## src/rtl/opsub_pkg.sv

```systemverilog
package opsub_pkg;

    localparam int RSV_BITS = 3;
    localparam logic [RSV_BITS-1:0] RSV_PAT = 3'b011;

    typedef enum logic [1:0] {
        ST_PLAIN = 2'd0,
        ST_EXT   = 2'd1,
        ST_DEFER = 2'd2
    } track_e;

    function automatic logic is_reserved(input logic [RSV_BITS-1:0] low_bits);
        return low_bits == RSV_PAT;
    endfunction

endpackage

```

## src/rtl/opsub_table.sv

```systemverilog
module opsub_table
    import opsub_pkg::*;
#(
    parameter int DATA_W = 8,
    parameter int IDX_W  = 5,
    localparam int DEPTH = 1 << IDX_W
) (
    input  logic              clk,
    input  logic              rst_n,
    input  logic              wr_en,
    input  logic [IDX_W-1:0]  wr_idx,
    input  logic [DATA_W-1:0] wr_data,
    input  logic [IDX_W-1:0]  rd_idx,
    output logic [DATA_W-1:0] rd_data
);

    logic [DEPTH*DATA_W-1:0] entries_q;

    for (genvar gi = 0; gi < DEPTH; gi++) begin : g_entry
        always_ff @(posedge clk) begin
            if (!rst_n && wr_en && (wr_idx == IDX_W'(gi))) begin
                entries_q[gi*DATA_W +: DATA_W] <= wr_data;
            end
        end
    end

    assign rd_data = entries_q[rd_idx*DATA_W +: DATA_W];

    // A write attempted outside reset must not alter any entry.
    assert_locked_R4: assert property (@(posedge clk) disable iff (!rst_n)
        wr_en |=> $stable(entries_q));

endmodule

```

## src/rtl/opsub_tracker.sv

```systemverilog
module opsub_tracker
    import opsub_pkg::*;
#(
    parameter int DATA_W = 8,
    parameter int CNT_W  = 3,
    localparam logic [CNT_W-1:0] CNT_MAX = {CNT_W{1'b1}}
) (
    input  logic              clk,
    input  logic              rst_n,
    input  logic              phase2,
    input  logic              fetch_strobe,
    input  logic              defer_en,
    input  logic [DATA_W-1:0] mem_din,
    output track_e            state,
    output logic [DATA_W-1:0] op_q,
    output logic [CNT_W-1:0]  cnt_q
);

    track_e state_q, state_d;
    logic   rsv_now;

    assign rsv_now = is_reserved(mem_din[RSV_BITS-1:0]);
    assign state   = state_q;

    // State register.
    always_ff @(posedge clk or negedge rst_n) begin
        if (!rst_n) begin
            state_q <= ST_PLAIN;
        end else begin
            state_q <= state_d;
        end
    end

    // Transitions, taken only in processor cycles.
    always_comb begin
        state_d = state_q;
        if (phase2) begin
            unique case (state_q)
                ST_PLAIN, ST_EXT: begin
                    if (fetch_strobe) begin
                        if (!rsv_now)      state_d = ST_PLAIN;
                        else if (defer_en) state_d = ST_DEFER;
                        else               state_d = ST_EXT;
                    end
                end
                ST_DEFER: state_d = ST_EXT;
                default:  state_d = ST_PLAIN;
            endcase
        end
    end

    // Opcode capture and cycle counter.
    always_ff @(posedge clk or negedge rst_n) begin
        if (!rst_n) begin
            op_q  <= '0;
            cnt_q <= '0;
        end else if (phase2) begin
            if (state_q == ST_DEFER) begin
                cnt_q <= '0;
            end else if (fetch_strobe) begin
                op_q  <= mem_din;
                cnt_q <= '0;
            end else if (cnt_q != CNT_MAX) begin
                cnt_q <= cnt_q + 1'b1;
            end
        end
    end

    assert_capture_R5: assert property (@(posedge clk) disable iff (!rst_n)
        phase2 && fetch_strobe && (state_q != ST_DEFER) |=> op_q == $past(mem_din));

    assert_idle_R10: assert property (@(posedge clk) disable iff (!rst_n)
        !phase2 |=> $stable(op_q) && $stable(cnt_q) && $stable(state_q));

    assert_count_R6: assert property (@(posedge clk) disable iff (!rst_n)
        phase2 && !fetch_strobe && (state_q != ST_DEFER) && (cnt_q != CNT_MAX)
        |=> cnt_q == CNT_W'($past(cnt_q) + 1'b1));

    assert_no_overflow_R6: assert property (@(posedge clk) disable iff (!rst_n)
        phase2 && !fetch_strobe && (state_q != ST_DEFER) && (cnt_q == CNT_MAX)
        |=> cnt_q == CNT_MAX);

    assert_defer_R8: assert property (@(posedge clk) disable iff (!rst_n)
        phase2 && (state_q == ST_DEFER)
        |=> (state_q == ST_EXT) && (op_q == $past(op_q)) && (cnt_q == '0));

endmodule

```

## src/rtl/opsub_route.sv

```systemverilog
module opsub_route
    import opsub_pkg::*;
#(
    parameter int DATA_W = 8,
    parameter int IDX_W  = 5
) (
    input  track_e            state,
    input  logic              phase2,
    input  logic              fetch_strobe,
    input  logic              defer_en,
    input  logic [DATA_W-1:0] mem_din,
    input  logic [DATA_W-1:0] op_q,
    input  logic [DATA_W-1:0] tbl_data,
    output logic [IDX_W-1:0]  tbl_idx,
    output logic [DATA_W-1:0] cpu_dout,
    output logic              subst,
    output logic              ext
);

    // Output process: select the byte for the processor.
    always_comb begin
        subst   = 1'b0;
        tbl_idx = mem_din[DATA_W-1 -: IDX_W];
        ext     = 1'b0;
        unique case (state)
            ST_PLAIN: begin
                subst = phase2 && fetch_strobe && !defer_en
                        && is_reserved(mem_din[RSV_BITS-1:0]);
            end
            ST_EXT: begin
                ext   = 1'b1;
                subst = phase2 && fetch_strobe && !defer_en
                        && is_reserved(mem_din[RSV_BITS-1:0]);
            end
            ST_DEFER: begin
                ext     = 1'b1;
                tbl_idx = op_q[DATA_W-1 -: IDX_W];
                subst   = phase2;
            end
            default: begin
                subst = 1'b0;
            end
        endcase
        cpu_dout = subst ? tbl_data : mem_din;
    end

endmodule

```

## src/rtl/opfetch_interposer.sv

```systemverilog
module opfetch_interposer
    import opsub_pkg::*;
#(
    parameter int DATA_W = 8,
    parameter int CNT_W  = 3,
    localparam int IDX_W = DATA_W - RSV_BITS
) (
    input  logic              clk,
    input  logic              rst_n,
    input  logic              tbl_we,
    input  logic [IDX_W-1:0]  tbl_addr,
    input  logic [DATA_W-1:0] tbl_wdata,
    input  logic              defer_en,
    input  logic              fetch_strobe,
    input  logic              phase2,
    input  logic [DATA_W-1:0] mem_din,
    output logic [DATA_W-1:0] cpu_dout,
    output logic              subst_active,
    output logic [DATA_W-1:0] op_latched,
    output logic              ext_active,
    output logic [CNT_W-1:0]  cyc_count
);

    track_e             trk_state;
    logic [IDX_W-1:0]   rd_idx;
    logic [DATA_W-1:0]  rd_data;

    opsub_table #(.DATA_W(DATA_W), .IDX_W(IDX_W)) u_table (
        .clk     (clk),
        .rst_n   (rst_n),
        .wr_en   (tbl_we),
        .wr_idx  (tbl_addr),
        .wr_data (tbl_wdata),
        .rd_idx  (rd_idx),
        .rd_data (rd_data)
    );

    opsub_tracker #(.DATA_W(DATA_W), .CNT_W(CNT_W)) u_tracker (
        .clk          (clk),
        .rst_n        (rst_n),
        .phase2       (phase2),
        .fetch_strobe (fetch_strobe),
        .defer_en     (defer_en),
        .mem_din      (mem_din),
        .state        (trk_state),
        .op_q         (op_latched),
        .cnt_q        (cyc_count)
    );

    opsub_route #(.DATA_W(DATA_W), .IDX_W(IDX_W)) u_route (
        .state        (trk_state),
        .phase2       (phase2),
        .fetch_strobe (fetch_strobe),
        .defer_en     (defer_en),
        .mem_din      (mem_din),
        .op_q         (op_latched),
        .tbl_data     (rd_data),
        .tbl_idx      (rd_idx),
        .cpu_dout     (cpu_dout),
        .subst        (subst_active),
        .ext          (ext_active)
    );

    assert_datapass_R1: assert property (@(posedge clk) disable iff (!rst_n)
        phase2 && !fetch_strobe && (trk_state != ST_DEFER)
        |-> !subst_active && (cpu_dout == mem_din));

    assert_flag_R7: assert property (@(posedge clk) disable iff (!rst_n)
        phase2 && fetch_strobe && !defer_en && (trk_state != ST_DEFER)
        && is_reserved(mem_din[RSV_BITS-1:0]) |=> ext_active);

    assert_ordinary_R2: assert property (@(posedge clk) disable iff (!rst_n)
        phase2 && fetch_strobe && (trk_state != ST_DEFER)
        && !is_reserved(mem_din[RSV_BITS-1:0]) |-> !subst_active);

endmodule

```

## config.mk

```make
export PLATFORM = sky130hd
export DESIGN_NAME = opfetch_interposer
export DESIGN_NICKNAME = d
export VERILOG_FILES = /design/src/rtl/opsub_pkg.sv /design/src/rtl/opsub_table.sv /design/src/rtl/opsub_tracker.sv /design/src/rtl/opsub_route.sv /design/src/rtl/opfetch_interposer.sv
export SDC_FILE = /design/constraint.sdc
export NUM_CORES = 1
export LEC_CHECK = 0
export BUFFER_PORTS_ARGS = -buffer_cell sky130_fd_sc_hd__buf_2
export CORE_MARGIN = 5
export CORE_UTILIZATION = 35
export DETAILED_ROUTE_END_ITERATION = 6
export SLEW_MARGIN = 20
export SYNTH_ARGS = -nofsm -noshare
export SYNTH_HDL_FRONTEND = slang
export SYNTH_SLANG_ARGS = --single-unit
export TNS_END_PERCENT = 1
```

## constraint.sdc

```tcl
create_clock -name clk -period 2.45 [get_ports clk]
set_input_delay 0.245 -clock clk [delete_from_list [all_inputs] [get_ports clk]]
set_output_delay 0.245 -clock clk [all_outputs]
set_load 0.005 [all_outputs]
```

# [Word-level counts from Yosys, hierarchy flattened]
# Cells that the tools add are included.
[op_classes] add_sub_neg=1 eq_ne=36 n_shift=1 n_mux=11 n_bitwise=1 n_reduce_logical=46
[ops] operator="$shiftx 256x9->8" n=1
[ops] operator="$eq 5x5->1 const B" n=16
[ops] operator="$eq 5x4->1 const B" n=8
[ops] operator="$logic_and 1x1->1" n=36
[ops] operator="$eq 5x3->1 const B" n=4
[ops] operator="$eq 5x2->1 const B" n=2
[ops] operator="$mux 3" n=3
[ops] operator="$mux 8" n=1
[ops] operator="$mux 2" n=3
[ops] operator="$eq 5x1->1 const B" n=1
[ops] operator="$logic_not 5->1" n=1
[ops] operator="$mux 5" n=1
[ops] operator="$pmux 2 s2" n=1
[ops] operator="$reduce_and 2->1" n=2
[ops] operator="$reduce_or 2->1" n=2
[ops] operator="$add 3x1->3 const B" n=1
[ops] operator="$eq 3x2->1 const B" n=1
[ops] operator="$ne 3x3->1 const B" n=1
[ops] operator="$reduce_and 3->1" n=1
[ops] operator="$reduce_bool 3->1" n=1
[ops] operator="$eq 2x1->1 const B" n=1
[ops] operator="$eq 2x2->1 const B" n=1
[ops] operator="$logic_not 1->1" n=2
[ops] operator="$logic_not 2->1" n=1
[ops] operator="4 further kinds" n=4
[word_totals] ff_bits=269 inputBits=27 out_inout_bits=21 elab_cells=131

# [Logic depth before layout (Yosys ltp)]
[depth] word_depth=5 mapped_depth=12 ltp_nobuf=9

# [Cells and area by module]
# From an unflattened synthesis, not the netlist that was laid out.
[unflattened] hier_cells=523 hier_area_um2=10998.0
[by_module_without_submodules] module="opsub_table" instances=1 cells_per_inst=415 area_each_um2=9900.7 seq_area_each_um2=7687.4
[by_module_without_submodules] module="opsub_tracker" instances=1 cells_per_inst=42 area_each_um2=618.1 seq_area_each_um2=325.3
[by_module_without_submodules] module="opsub_route" instances=1 cells_per_inst=66 area_each_um2=479.2 seq_area_each_um2=0.0

# [Worst setup path before layout]
# Ideal clock, no wire load.
[synth_path] path_kind="reg2out" startpoint="reg u_tracker.state_q[0], in the netlist u_tracker.state[0]" endpoint="out cpu_dout[2]" arrival_ns=2.197 t_required_ns=2.205 setup_slack_ns=0.008 stages_incl_launch_ff=12 path_buffers=2 path_cell_list="dfrtp_1 > inv_1 > ha_1 > buf_6 > nor2b_4 > a21oi_1 > or2_1 > buf_6 > or4_1 > o31ai_1 > nor4_1 > nor3_1"
[synth_between] elab_chain_cells=4 word_cells_on_any_way=8 cone_classes="eq/ne: 2; shift: 1; mux: 3; reduce/logical: 2"
[synth_rtl] item="start, declared" line="opsub_tracker.sv:19" source="track_e state_q, state_d;"
[synth_rtl] item="start signal, assigned" line="opsub_tracker.sv:30" source="state_q <= state_d;"
[synth_rtl] item="$eq 2x2->1 (tied with other cells)" line="opsub_route.sv:25" source="unique case (state)"
[synth_rtl] item="$mux 5 / $reduce_or 2->1 (equally long branches)"
[synth_rtl] item="$shiftx 256x9->8 / $pmux 1 s2 (equally long branches)" line="opsub_table.sv:27, opsub_route.sv:25"
[synth_rtl] item="$mux 8 (*)" line="opsub_route.sv:44" source="cpu_dout = subst ? tbl_data : mem_din;"
[synth_rtl] item="end, declared" line="opfetch_interposer.sv:17" source="output logic [DATA_W-1:0] cpu_dout,"
# Mark *: on every way between the ends. The rest lies on a longest branch, timed or not.

# [Worst setup path in the final report]
[layout_path] startpoint="reg u_tracker.state_q[1], in the netlist u_tracker.state[1]" endpoint="out cpu_dout[6]"
# Same word-level chain as after synthesis.

==> impl_metrics.env <==
export IMPL_synthesis_nets=1125
export IMPL_core_um2=34600
export IMPL_ys_flop_type="edfxtp_1"
export IMPL_final_cell_count_no_fill=1788
export IMPL_synth_most_common_cell="a21oi_1"
export IMPL_p_int_mw=8.66
export IMPL_cp_cell_sequence="buf_6 -> ha_2 -> or4_4 -> o21bai_4 -> buf_6 -> buf_12 -> buf_4 -> o32ai_2 -> buf_4 -> nor3_2 -> buf_4 -> buf_2"
export IMPL_core_rowCount=68
export IMPL_grt_pass1_wl_mm=59.9
export IMPL_synth_area_leaders="edfxtp_1 (62%), a21oi_1 (11%), nand2_1 (4.9%), dfrtp_1 (2.6%), o22ai_1 (2.6%)"
export IMPL_nNetsFinal=1344
export IMPL_dp_cells=1697
export IMPL_final_min_clock_period_ps=3360
export IMPL_vias=10318
export IMPL_clockBufferDepth=3
export IMPL_syn_avg_cell_area_um2=11.3
export IMPL_die_w_um=197
export IMPL_drive_gt1_frac=0.329
export IMPL_finalHoldViolations=0
export IMPL_drc_errors=0
export IMPL_total_power_mw=11.6
export IMPL_pwr_density_cell_nw_per_um2=693
export IMPL_post_route_util=0.482
export IMPL_ios=48
export IMPL_grt_start_max_net_pins=33
export IMPL_dr_wl_met3_mm=3.35
export IMPL_drtIter0Drc=1298
export IMPL_endpoint_kind="primary output"
export IMPL_cts_tree="built"
export IMPL_crit_family="buffers and inverters"
export IMPL_path_common_cell="buf_4"
export IMPL_async_reset_ff_frac=0.0483
export IMPL_synth_top_cells_by_count="a21oi_1 (276), edfxtp_1 (256), nand2_1 (160), nor3_1 (63), o22ai_1 (51)"
export IMPL_rsz0062_at_grt="true"
export IMPL_critical_path_class="register to primary output"
export IMPL_min_from="phase2"
export IMPL_max_slew_worst_pin_slew_ps=842
export IMPL_timing_rr_start="u_tracker.state[1]"
export IMPL_cts_made_buffers=30
export IMPL_pwr_share_comb=0.151
export IMPL_cts_num_sinks=269
export IMPL_ys_ff_latch=269
export IMPL_clock_fmax_ghz=0.298
export IMPL_ant_nets=0
export IMPL_via_per_inst=5.77
export IMPL_overflow=0
export IMPL_numPortBuffers=47
export IMPL_maxCapViolCount=0
export IMPL_drt_met1_wl_mm=17.3
export IMPL_wl_met2_mm=19.2
export IMPL_clock_latency_ps=560
export IMPL_root_buffer="clkbuf_16"
export IMPL_reg2reg_to="u_tracker.op_q[2]"
export IMPL_yosys_warnings=0
export IMPL_cp_data_arrival_time_ps=3120
export IMPL_violations="setup timing"
export IMPL_detailed_place_hpwl_mm=25.6
export IMPL_path_buf_inv=7
export IMPL_initial_utilization=0.355
export IMPL_path_clk_slew_ps=60
export IMPL_peakVddDrop_mv=0.589
export IMPL_synth_top_area_cell="edfxtp_1"
export IMPL_routed_top_layer="met5"
export IMPL_sw_frac_of_total=0.251
export IMPL_min_period_over_period=1.37
export IMPL_hp_class="input port to register"
export IMPL_layout_setup_ws_ps=-910
export IMPL_wirelength_mm=41.0
export IMPL_p_leak_nw=5.97
export IMPL_drv_slew=0
export IMPL_synthCells=1092
export IMPL_antenna_cells=0
export IMPL_start_kind="register"
export IMPL_setup_viol=9
export IMPL_cpMaxStageDelayCell="or4_4"
export IMPL_min_path_cells=3
export IMPL_detail_route_wl_per_cell_um=22.9
export IMPL_max_stage_delay_ps=550
export IMPL_grt_pass1_vias=9874
export IMPL_p_switching_mw=2.90
export IMPL_outcome="finished with violations"
export IMPL_htree_levels=1
export IMPL_synth_edf_count=256
export IMPL_relSlewSlack=0.438
export IMPL_gp_congestion=0.935
export IMPL_grt_util_all_layers=0.198
export IMPL_syn_to_final_growth_pct=35.5
export IMPL_min_to="u_tracker.cnt_q[0]"
export IMPL_worst_r2r_path_depth=4
export IMPL_dieArea_um2=39000
export IMPL_first_pass_iters=5
export IMPL_final_setup_skew_ps=5.11
export IMPL_pwr_share_clk=0.402
export IMPL_worstPathMaxFanout=4
export IMPL_synth_area_um2=12300
export IMPL_power_frac_seq=0.447
export IMPL_reg2reg_slack_ps=840
export IMPL_worstPathRequired_ps=2200
export IMPL_synth_seq_area_share=0.651
export IMPL_yosysUniqueCellTypes=44
export IMPL_yosys_area_top_type_share=0.625
export IMPL_die_h_um=197
export IMPL_antenna_found_initial=1
[layer usage]
metal,vias up,track usage
met3,78,0.0273
met5,-,0
li1,4591,-
met4,2,0.0516
met1,5106,0.285
met2,541,0.319
[state kept, by name (all words and copies together), names as in the netlist]
name,flops
u_table.entries_q,256
u_tracker.op_q,8
u_tracker.cnt_q,3
u_tracker.state,2
[logic make-up (layout without fill, tap and decap cells)]
| family | after synthesis | count (layout) | synth area share |
|---|---|---|---|
| compound gates | 395 | 395 | 0.179 |
| fa+ha+maj | 6 | 6 | 0.00610 |
| buf+inv | 87 | 327 | 0.0334 |
| flops | 269 | 269 | 0.651 |
| mux | 17 | 17 | 0.0154 |
| simple gates | 318 | 319 | 0.115 |
[power groups by stage]
stage	clock network, mW	logic, mW	registers [mW]
2_1_floorplan	0	0.701	5.23
3_3_place_gp	0	1.39	5.25
3_5_place_dp	0	1.40	5.26
4_1_cts	4.70	1.58	5.16
5_1_grt	4.89	1.85	5.17
6_report	4.64	1.75	5.17
[placed cells by master, fill, tap and decap left out, types with 9 or more instances in the layout]
master	count
a211oi_1	10
a21boi_0	10
a21oi_1	256
a21oi_2	19
a22oi_2	9
buf_12	23
buf_2	46
buf_4	173
buf_6	9
clkbuf_16	35
dfrtp_1	11
edfxtp_1	256
mux2_2	9
nand2_1	158
nor2_1	43
nor3_1	26
nor3_2	29
o21ai_0	9
o22ai_1	49
[metrics by stage]
| stage | hold slack (ps) | instance area [um2] | TNS, ps | setup slack, ps |
|---|---|---|---|---|
| 3_3_place_gp | 165 | 14400 | -4540 | -672 |
| 5_1_grt | 31.6 | 16700 | -7870 | -968 |
| 6_report | 37.2 | 16700 | -7250 | -910 |
| 3_5_place_dp | 166 | 14400 | -4720 | -651 |
| 4_1_cts | 12.9 | 16100 | -7160 | -889 |
| 2_1_floorplan | -50.6 | 12300 | 0 | 7.77 |
[what timing repair did]
item	in CTS	in global routing
hold endpoints to repair	15	0
buffers inserted	11	17
hold buffers	3	0
gates resized for setup	99	66
pin swaps	30	35
gates cloned	4	4
setup endpoints to repair	9	9
[tightest hold or removal path, stage by stage]
cell	delay, ps
buf_2	90
buf_4	130
o22ai_1	80
[cell type report]
cell class	instances	area, um2
Multi-Input combinational cell	737	4660
Inverter	8	30.0
Fill cell	2967	18000
Tap cell	455	569
Clock buffer	37	798
Clock inverter	17	216
Sequential cell	269	8020
Timing Repair Buffer	265	2390
[how the worst max path moves through the flow]
stage / to / slack, ps / startpoint / cells after the start
floorplan: cpu_dout[2] / 8 / u_tracker.state[0] / 11
global placement: cpu_dout[6] / -670 / u_tracker.state[0] / 14
detailed placement: cpu_dout[6] / -650 / u_tracker.state[0] / 14
CTS: cpu_dout[4] / -890 / u_tracker.state[1] / 11
global route: cpu_dout[7] / -970 / u_tracker.state[1] / 11
finish: cpu_dout[6] / -910 / u_tracker.state[1] / 12
(Power assumes the default switching activity.)
